==> src/rtl/bus_exc_pkg.sv <==
package bus_exc_pkg;

    typedef enum logic [1:0] {
        ST_RUN        = 2'd0,
        ST_RETRY_WAIT = 2'd1,
        ST_SUSPEND    = 2'd2,
        ST_HALTED     = 2'd3
    } bus_state_t;

    typedef enum logic [2:0] {
        K_NONE    = 3'd0,
        K_DONE    = 3'd1,
        K_ERROR   = 3'd2,
        K_RETRY   = 3'd3,
        K_SUSPEND = 3'd4
    } term_kind_t;

    localparam int RES_W = 4;
    localparam int RES_DONE    = 0;
    localparam int RES_ERROR   = 1;
    localparam int RES_RETRY   = 2;
    localparam int RES_SUSPEND = 3;

endpackage

==> src/rtl/bus_exc_sync.sv <==
module bus_exc_sync #(
    parameter int WIDTH  = 2,
    parameter int STAGES = 2
) (
    input  logic             clk,
    input  logic             rst_n,
    input  logic [WIDTH-1:0] pin_n_i,
    output logic [WIDTH-1:0] pin_n_o
);
    localparam int LAST = STAGES - 1;

    for (genvar b = 0; b < WIDTH; b++) begin : g_bit
        logic [STAGES-1:0] chain;
        always_ff @(posedge clk or negedge rst_n) begin
            if (!rst_n) begin
                chain <= '1;
            end else begin
                chain <= {chain[STAGES-2:0], pin_n_i[b]};
            end
        end
        assign pin_n_o[b] = chain[LAST];
    end

endmodule

==> src/rtl/bus_exc_classify.sv <==
module bus_exc_classify
    import bus_exc_pkg::*;
(
    input  logic       term_i,
    input  logic       berr_a_i,
    input  logic       halt_a_i,
    output term_kind_t kind_o
);
    always_comb begin
        kind_o = K_NONE;
        if (term_i) begin
            unique case ({berr_a_i, halt_a_i})
                2'b00: kind_o = K_DONE;
                2'b10: kind_o = K_ERROR;
                2'b11: kind_o = K_RETRY;
                2'b01: kind_o = K_SUSPEND;
                default: kind_o = K_NONE;
            endcase
        end
    end

    always_comb begin
        if (!term_i) begin
            a_r8_quiet_without_term: assert (kind_o == K_NONE);
        end
    end

endmodule

==> src/rtl/bus_exc_tracker.sv <==
module bus_exc_tracker (
    input  logic clk,
    input  logic rst_n,
    input  logic err_evt_i,
    input  logic exc_done_i,
    output logic exc_act_o
);
    logic exc_q;

    always_ff @(posedge clk or negedge rst_n) begin
        if (!rst_n) begin
            exc_q <= 1'b1;
        end else if (err_evt_i) begin
            exc_q <= 1'b1;
        end else if (exc_done_i) begin
            exc_q <= 1'b0;
        end
    end

    assign exc_act_o = exc_q;

    a_r3_error_opens_window: assert property (@(posedge clk) disable iff (!rst_n)
        err_evt_i |=> exc_q);

    a_r10_done_closes_window: assert property (@(posedge clk) disable iff (!rst_n)
        (exc_done_i && !err_evt_i) |=> !exc_q);

endmodule

==> src/rtl/bus_exc_decoder.sv <==
module bus_exc_decoder
    import bus_exc_pkg::*;
#(
    parameter int SYNC_STAGES = 2
) (
    input  logic clk,
    input  logic rst_n,
    input  logic term_i,
    input  logic berr_n_i,
    input  logic halt_n_i,
    input  logic exc_done_i,
    output logic res_done_o,
    output logic res_error_o,
    output logic res_retry_o,
    output logic res_suspend_o,
    output logic hold_o,
    output logic halted_o,
    output logic halt_drive_o
);
    localparam int PINS = 2;

    logic [PINS-1:0] pins_n_s;
    logic            berr_a;
    logic            halt_a;
    term_kind_t      kind;
    bus_state_t      state_q, state_d;
    logic [RES_W-1:0] res_q, res_d;
    logic            exc_act;
    logic            err_evt;
    logic            run_term;

    bus_exc_sync #(.WIDTH(PINS), .STAGES(SYNC_STAGES)) u_sync (
        .clk     (clk),
        .rst_n   (rst_n),
        .pin_n_i ({halt_n_i, berr_n_i}),
        .pin_n_o (pins_n_s)
    );

    assign berr_a = ~pins_n_s[0];
    assign halt_a = ~pins_n_s[1];

    bus_exc_classify u_classify (
        .term_i   (term_i),
        .berr_a_i (berr_a),
        .halt_a_i (halt_a),
        .kind_o   (kind)
    );

    assign run_term = (state_q == ST_RUN) && (kind != K_NONE);
    assign err_evt  = run_term && (kind == K_ERROR) && !exc_act;

    bus_exc_tracker u_tracker (
        .clk        (clk),
        .rst_n      (rst_n),
        .err_evt_i  (err_evt),
        .exc_done_i (exc_done_i),
        .exc_act_o  (exc_act)
    );

    // next state and result selection
    always_comb begin
        state_d = state_q;
        res_d   = '0;
        unique case (state_q)
            ST_RUN: begin
                if (run_term) begin
                    unique case (kind)
                        K_DONE: res_d[RES_DONE] = 1'b1;
                        K_RETRY: begin
                            res_d[RES_RETRY] = 1'b1;
                            state_d = ST_RETRY_WAIT;
                        end
                        K_SUSPEND: begin
                            res_d[RES_SUSPEND] = 1'b1;
                            state_d = ST_SUSPEND;
                        end
                        K_ERROR: begin
                            if (exc_act) begin
                                state_d = ST_HALTED;
                            end else begin
                                res_d[RES_ERROR] = 1'b1;
                            end
                        end
                        default: res_d = '0;
                    endcase
                end
            end
            ST_RETRY_WAIT: begin
                if (!berr_a && !halt_a) state_d = ST_RUN;
            end
            ST_SUSPEND: begin
                if (!halt_a) state_d = ST_RUN;
            end
            ST_HALTED: begin
                state_d = ST_HALTED;
            end
        endcase
    end

    // state register
    always_ff @(posedge clk or negedge rst_n) begin
        if (!rst_n) begin
            state_q <= ST_RUN;
            res_q   <= '0;
        end else begin
            state_q <= state_d;
            res_q   <= res_d;
        end
    end

    // outputs
    always_comb begin
        res_done_o    = res_q[RES_DONE];
        res_error_o   = res_q[RES_ERROR];
        res_retry_o   = res_q[RES_RETRY];
        res_suspend_o = res_q[RES_SUSPEND];
        hold_o        = (state_q != ST_RUN);
        halted_o      = (state_q == ST_HALTED);
        halt_drive_o  = (state_q == ST_HALTED);
    end

    a_r8_results_onehot: assert property (@(posedge clk) disable iff (!rst_n)
        $onehot0(res_q));

    a_r8_result_needs_term: assert property (@(posedge clk) disable iff (!rst_n)
        (|res_q) |-> $past(term_i));

    a_r4_retry_holds_bus: assert property (@(posedge clk) disable iff (!rst_n)
        res_retry_o |-> hold_o);

    a_r5_suspend_holds_bus: assert property (@(posedge clk) disable iff (!rst_n)
        res_suspend_o |-> hold_o);

    a_r7_halt_sticky: assert property (@(posedge clk) disable iff (!rst_n)
        halted_o |=> (halted_o && halt_drive_o && (res_q == '0)));

    a_r6_double_fault_needs_window: assert property (@(posedge clk) disable iff (!rst_n)
        $rose(halted_o) |-> $past(exc_act));

endmodule

==> config.mk <==
export PLATFORM = sky130hd
export DESIGN_NAME = bus_exc_decoder
export DESIGN_NICKNAME = d
export VERILOG_FILES = /design/src/rtl/bus_exc_pkg.sv /design/src/rtl/bus_exc_sync.sv /design/src/rtl/bus_exc_classify.sv /design/src/rtl/bus_exc_tracker.sv /design/src/rtl/bus_exc_decoder.sv
export SDC_FILE = /design/constraint.sdc
export NUM_CORES = 1
export LEC_CHECK = 0
export BUFFER_PORTS_ARGS = -buffer_cell sky130_fd_sc_hd__clkbuf_2
export CORE_AREA = 2 2 39 41
export CTS_BUF_LIST = sky130_fd_sc_hd__clkbuf_16
export DETAILED_ROUTE_END_ITERATION = 8
export DIE_AREA = 0 0 41 43
export PLACE_DENSITY = 0.74
export SLEW_MARGIN = 5
export SYNTH_ARGS = -nofsm -noshare
export SYNTH_HDL_FRONTEND = slang
export SYNTH_SLANG_ARGS = --single-unit
==> constraint.sdc <==
create_clock -name clk -period 3 [get_ports clk]
set_input_delay 0.6 -clock clk [delete_from_list [all_inputs] [get_ports clk]]
set_output_delay 0.6 -clock clk [all_outputs]
set_load 0.1 [all_outputs]
# Word-level counts from Yosys, hierarchy flattened
# Index checks and enable logic that the tools add are counted.
[word_totals]
ff_bits = 11
latchBits = 0
ram_bits = 0
mem_bits_ro = 0
output_inout_bits = 7
n_memories = 0
[classes]
n_addsub = 0
mul = 0
div_mod_pow = 0
magnitude_cmp = 0
eq_ne = 15
n_shift = 0
muxes = 17
bitwise = 2
reduce_logical = 11
[op_table]
columns = ["op", "count"]
rows = [
  ["3-bit case mux with 4 select lines", 1],
  ["2-bit == test, second input constant", 4],
  ["2-bit 2-to-1 mux", 4],
  ["4-bit 2-to-1 mux", 2],
  ["2-bit case mux with 4 select lines", 1],
  ["1-bit 2-to-1 mux", 7],
  ["3-bit by 2-bit == test with 1-bit output, second input constant", 2],
  ["2-bit case mux with 3 select lines", 1],
  ["5-bit AND reduction", 1],
  ["2-bit by 1-bit == test with 1-bit output, second input constant", 2],
  ["1-bit logical AND", 4],
  ["2-bit zero test", 2],
  ["2-bit != test, second input constant", 2],
  ["4-bit by 1-bit != test with 1-bit output, second input constant", 1],
  ["2-bit nonzero test", 2],
  ["3-bit by 1-bit == test with 1-bit output, second input constant", 1],
  ["3-bit == test, second input constant", 1],
  ["3-bit 2-to-1 mux", 1],
  ["3-bit by 2-bit != test with 1-bit output, second input constant", 1],
  ["3-bit nonzero test", 1],
  ["2-bit by 1-bit != test with 1-bit output, second input constant", 1],
  ["1-bit inverter", 2],
  ["1-bit zero test", 1],
]

# Longest topological paths before layout
[depth]
depth_word = 9
mapped_depth = 5

# By module
# A second synthesis with hierarchy kept.
[hier_totals]
hier_cells = 50
area_unflattened_um2 = 538.0
[modules_own_cells]
columns = ["mod", "n_inst", "cells_each", "area_per_inst_um2"]
rows = [
  ["bus_exc_decoder", 1, 33, 315.3],
  ["bus_exc_sync", 1, 6, 120.1],
  ["bus_exc_classify", 1, 8, 65.1],
  ["bus_exc_tracker", 1, 3, 37.5],
]

# Worst setup path after synthesis
# No wires, ideal clock.
[synth_timing]
path_kind = "register to output"
startpoint = "register state_q[1]"
endpoint = "output halted_o"
t_arrival_ns = 1.637
required_ns = 2.400
slack_ns = 0.763
path_stages_with_launch = 3
path_buffers = 1
path_cell_list = "dfrtp_1 -> and2_1 -> buf_4"
[synth_via]
elab_chain_len = 1
[synth_rtl]
columns = ["item", "line_no", "rtl"]
rows = [
  ["start, declared", "bus_exc_decoder.sv:26", "bus_state_t state_q, state_d;"],
  ["start signal, assigned", "bus_exc_decoder.sv:106", "state_q <= state_d;"],
  ["2-bit == test", "n/a", ""],
  ["end, declared", "bus_exc_decoder.sv:17", "output logic halted_o,"],
]
# Every way passes these cells.

# Final worst setup path
[layout_timing]
startpoint = "register state_q[1]"
endpoint = "output halted_o"
[layout_via]
elab_chain_len = 1
[layout_rtl]
columns = ["item", "line_no", "rtl"]
rows = [
  ["2-bit == test", "bus_exc_decoder.sv:118", "halted_o = (state_q == ST_HALTED);"],
]
# Every way passes these cells.

==> impl_metrics.toml <==
[critical_path]
cp-end-kind = "output pin"
critPathBufInv = 1
crit_path_start_kind = "flop"
max_stage_delay_ns = 0.45
cpLargestDelayFamily = "flip-flops"
crit_chain = "and2_1, clkbuf_2"
crit_slowest_cell = "dfrtp_1"
worst_ep_arrival_time_ns = 1.32
worst_setup_path_startpoint = "state_q[1]"
worstPathMaxFanout = 8
critPathRequiredTime_ns = 2.40
worstSetupPathType = "flop to output pin"
r2r-start = "u_sync.g_bit[1].chain[1]"

[detailed_routing]
vias = 367
drtPass1Iterations = 2
initialDrtViolationCount = 3
drt-total-wl_um = 894
wire_per_inst_um = 11.9
drt-vias-per-instance = 4.89
ant_nets = 0
drc = 0

[sta]
finalClockSkew_ns = 0.000842
period_minus_slack_ns = 1.92
fin_tns_setup_ns = 0
tightest_slew_ns = 0.542
post-route-period-util_pct = 64.0
relSlewSlack_pct = 64.0
hold_violations = 0
max_freq_ghz = 0.521
rsz0062_at_grt = "no"
final-setup-viol-count = 0
slew_violations = 0

[synth]
avgSynthCellArea_sq_um = 11.9
yosys.area.top_type_share_pct = 28.6
seq_area_frac_synth_pct = 53.6
yosysWarnings = 0
synth_area_leader_cell = "dfrtp_1"
ys_types = 23
synthCells = 44
syn-num-nets = 54
ys_ff_latch = 11
synth_area_sq_um = 526
yosys-top-cells-area = "dfrtp_1, dfstp_2, ha_1"

[layout]
seq_area_sq_um = 282
final_common_cell = "clkbuf_2"
areaGrowthSynthToFinish_pct = 28.8
layout-drive-gt1-share_pct = 37.3
nNetsFinal = 70
final_cell_count_no_fill = 75
multi_input_area_sq_um = 221
mostFrequentLayoutCells = "clkbuf_2, dfrtp_1, inv_1, dfstp_2"
fill_cells = 122
antenna_cells = 0
stdcell_area_sq_um = 677

[global_route]
gr-usage-all-layers_pct = 13.1
antenna_found_initial = 0
grt_pass1_vias = 369
grt_max_degree = 12
overflow = 0
grt_pass1_wl_mm = 1.46

[cts]
clock_latency_ns = 0.23
cts_tree = "done"
cts_resized = 0
path_clk_slew_ns = 0.04
hold_buffers = 0
cts_made_buffers = 3
cts-root-buf = "clkbuf_16"
post_cts_buffers = 0
clock_sinks = 11
clock_tree.buffer_depth = 2
cts_max_level = 1

[placement]
dp.cells = 71
placed_area_sq_um = 598
port_buffers = 12
place_hpwl_um = 697
place.gp.congestion = 0.731

[die]
die_area_sq_um = 1760
dieHeight_um = 43
ios = 13
core-area_sq_um = 1380
initial_utilization_pct = 38.0
rows = 14
fp.dieW_um = 41

[status]
run_status = "finished, final reports clean"

[power_and_ir_drop]
vdd_drop_max_v = 0.000356
p_per_area_nw_per_um2 = 606
power.leakage_uw = 0.000316

[job]
max_cap_violations = 0

[hold_path]
hold_path.class = "input port to asynchronous set/reset pin"
## synthesized netlist by cell type (all sizes together)
master	instances
nand3	1
nand2	1
o21bai	1
o41ai	3
dfrtp	6
a31oi	1
nor4	1
mux2i	1
dfstp	5
inv	4
o21ba	1
or4b	2
o21a	1
or2	1
nand2b	1
buf	1
xnor2	1
o21ai	3
and2	1
nor2	4
ha	4
## power by group
group	internal (uW)	switching [uW]	leakage (uW)	total (uW)
Sequential	154	1.71	0.000126	156
Combinational	8.25	12.1	0.000148	20.3
Clock	174	59.5	0.0000423	234
## path summary, 6_finish.rpt
kind	to	slack (ns)	cells past startpoint
worst min-delay path	res_q[2]	0.22	1
worst max register to register	state_q[1]	1.10	5
worst min register to register	u_sync.g_bit[1].chain[1]	0.35	0
worst max-delay path	halted_o	1.08	2
min in group clk	u_sync.g_bit[1].chain[1]	0.35	0
max in group asynchronous	u_sync.g_bit[0].chain[0]	2.51	1
## area by class of cell
cell class | instances | share of cell area [%]
clock buffer | 3 | 11.1
clock inverter | 1 | 0.555
inverter | 4 | 2.22
multi-input combinational | 28 | 32.7
sequential | 11 | 41.6
tap | 16 | 2.96
timing repair buffer | 12 | 8.87
## cell families after synthesis
group / after synthesis / share of synthesized area, %
adder cells (fa/ha/maj): 4 / 9.52
AND/OR/NAND/NOR: 12 / 13.8
XOR/XNOR: 1 / 1.67
AO/OA/AOI/OAI: 10 / 15.2
buffers and inverters: 5 / 4.29
flip-flops: 11 / 53.6
multiplexers: 1 / 1.90
## metal layers
layer / GRT usage [%] / vias up / wire length (um)
met5: 0 / - / 0
met4: 12.0 / 0 / 20
met3: 3.14 / 2 / 34
met2: 17.8 / 9 / 449
met1: 16.0 / 169 / 390
li1: - / 187 / -
## registers in the layout, summed over array words and instances (netlist names)
name,count
state_q,2
u_tracker.exc_act_o,1
u_sync.g_bit.chain,4
res_q,4
## stage by stage
step	total power, uW	utilization [%]	hold slack (ns)	setup WS [ns]
3_5_place_dp	178	43.2	0.347	1.11
4_1_cts	418	48.9	0.232	1.08
2_1_floorplan	169	-	0.304	0.763
3_3_place_gp	178	43.2	0.346	1.17
6_report	410	48.9	0.225	1.08
5_1_grt	431	48.9	0.247	1.02
## worst reg2reg max path, cell delays in order, from the launching register on
cell,delay [ns]
dfstp_2,0.55
inv_1,0.07
ha_1,0.26
or4b_1,0.54
a31oi_1,0.24
o41ai_1,0.12
Note: power is estimated with default switching activity, not from simulation.
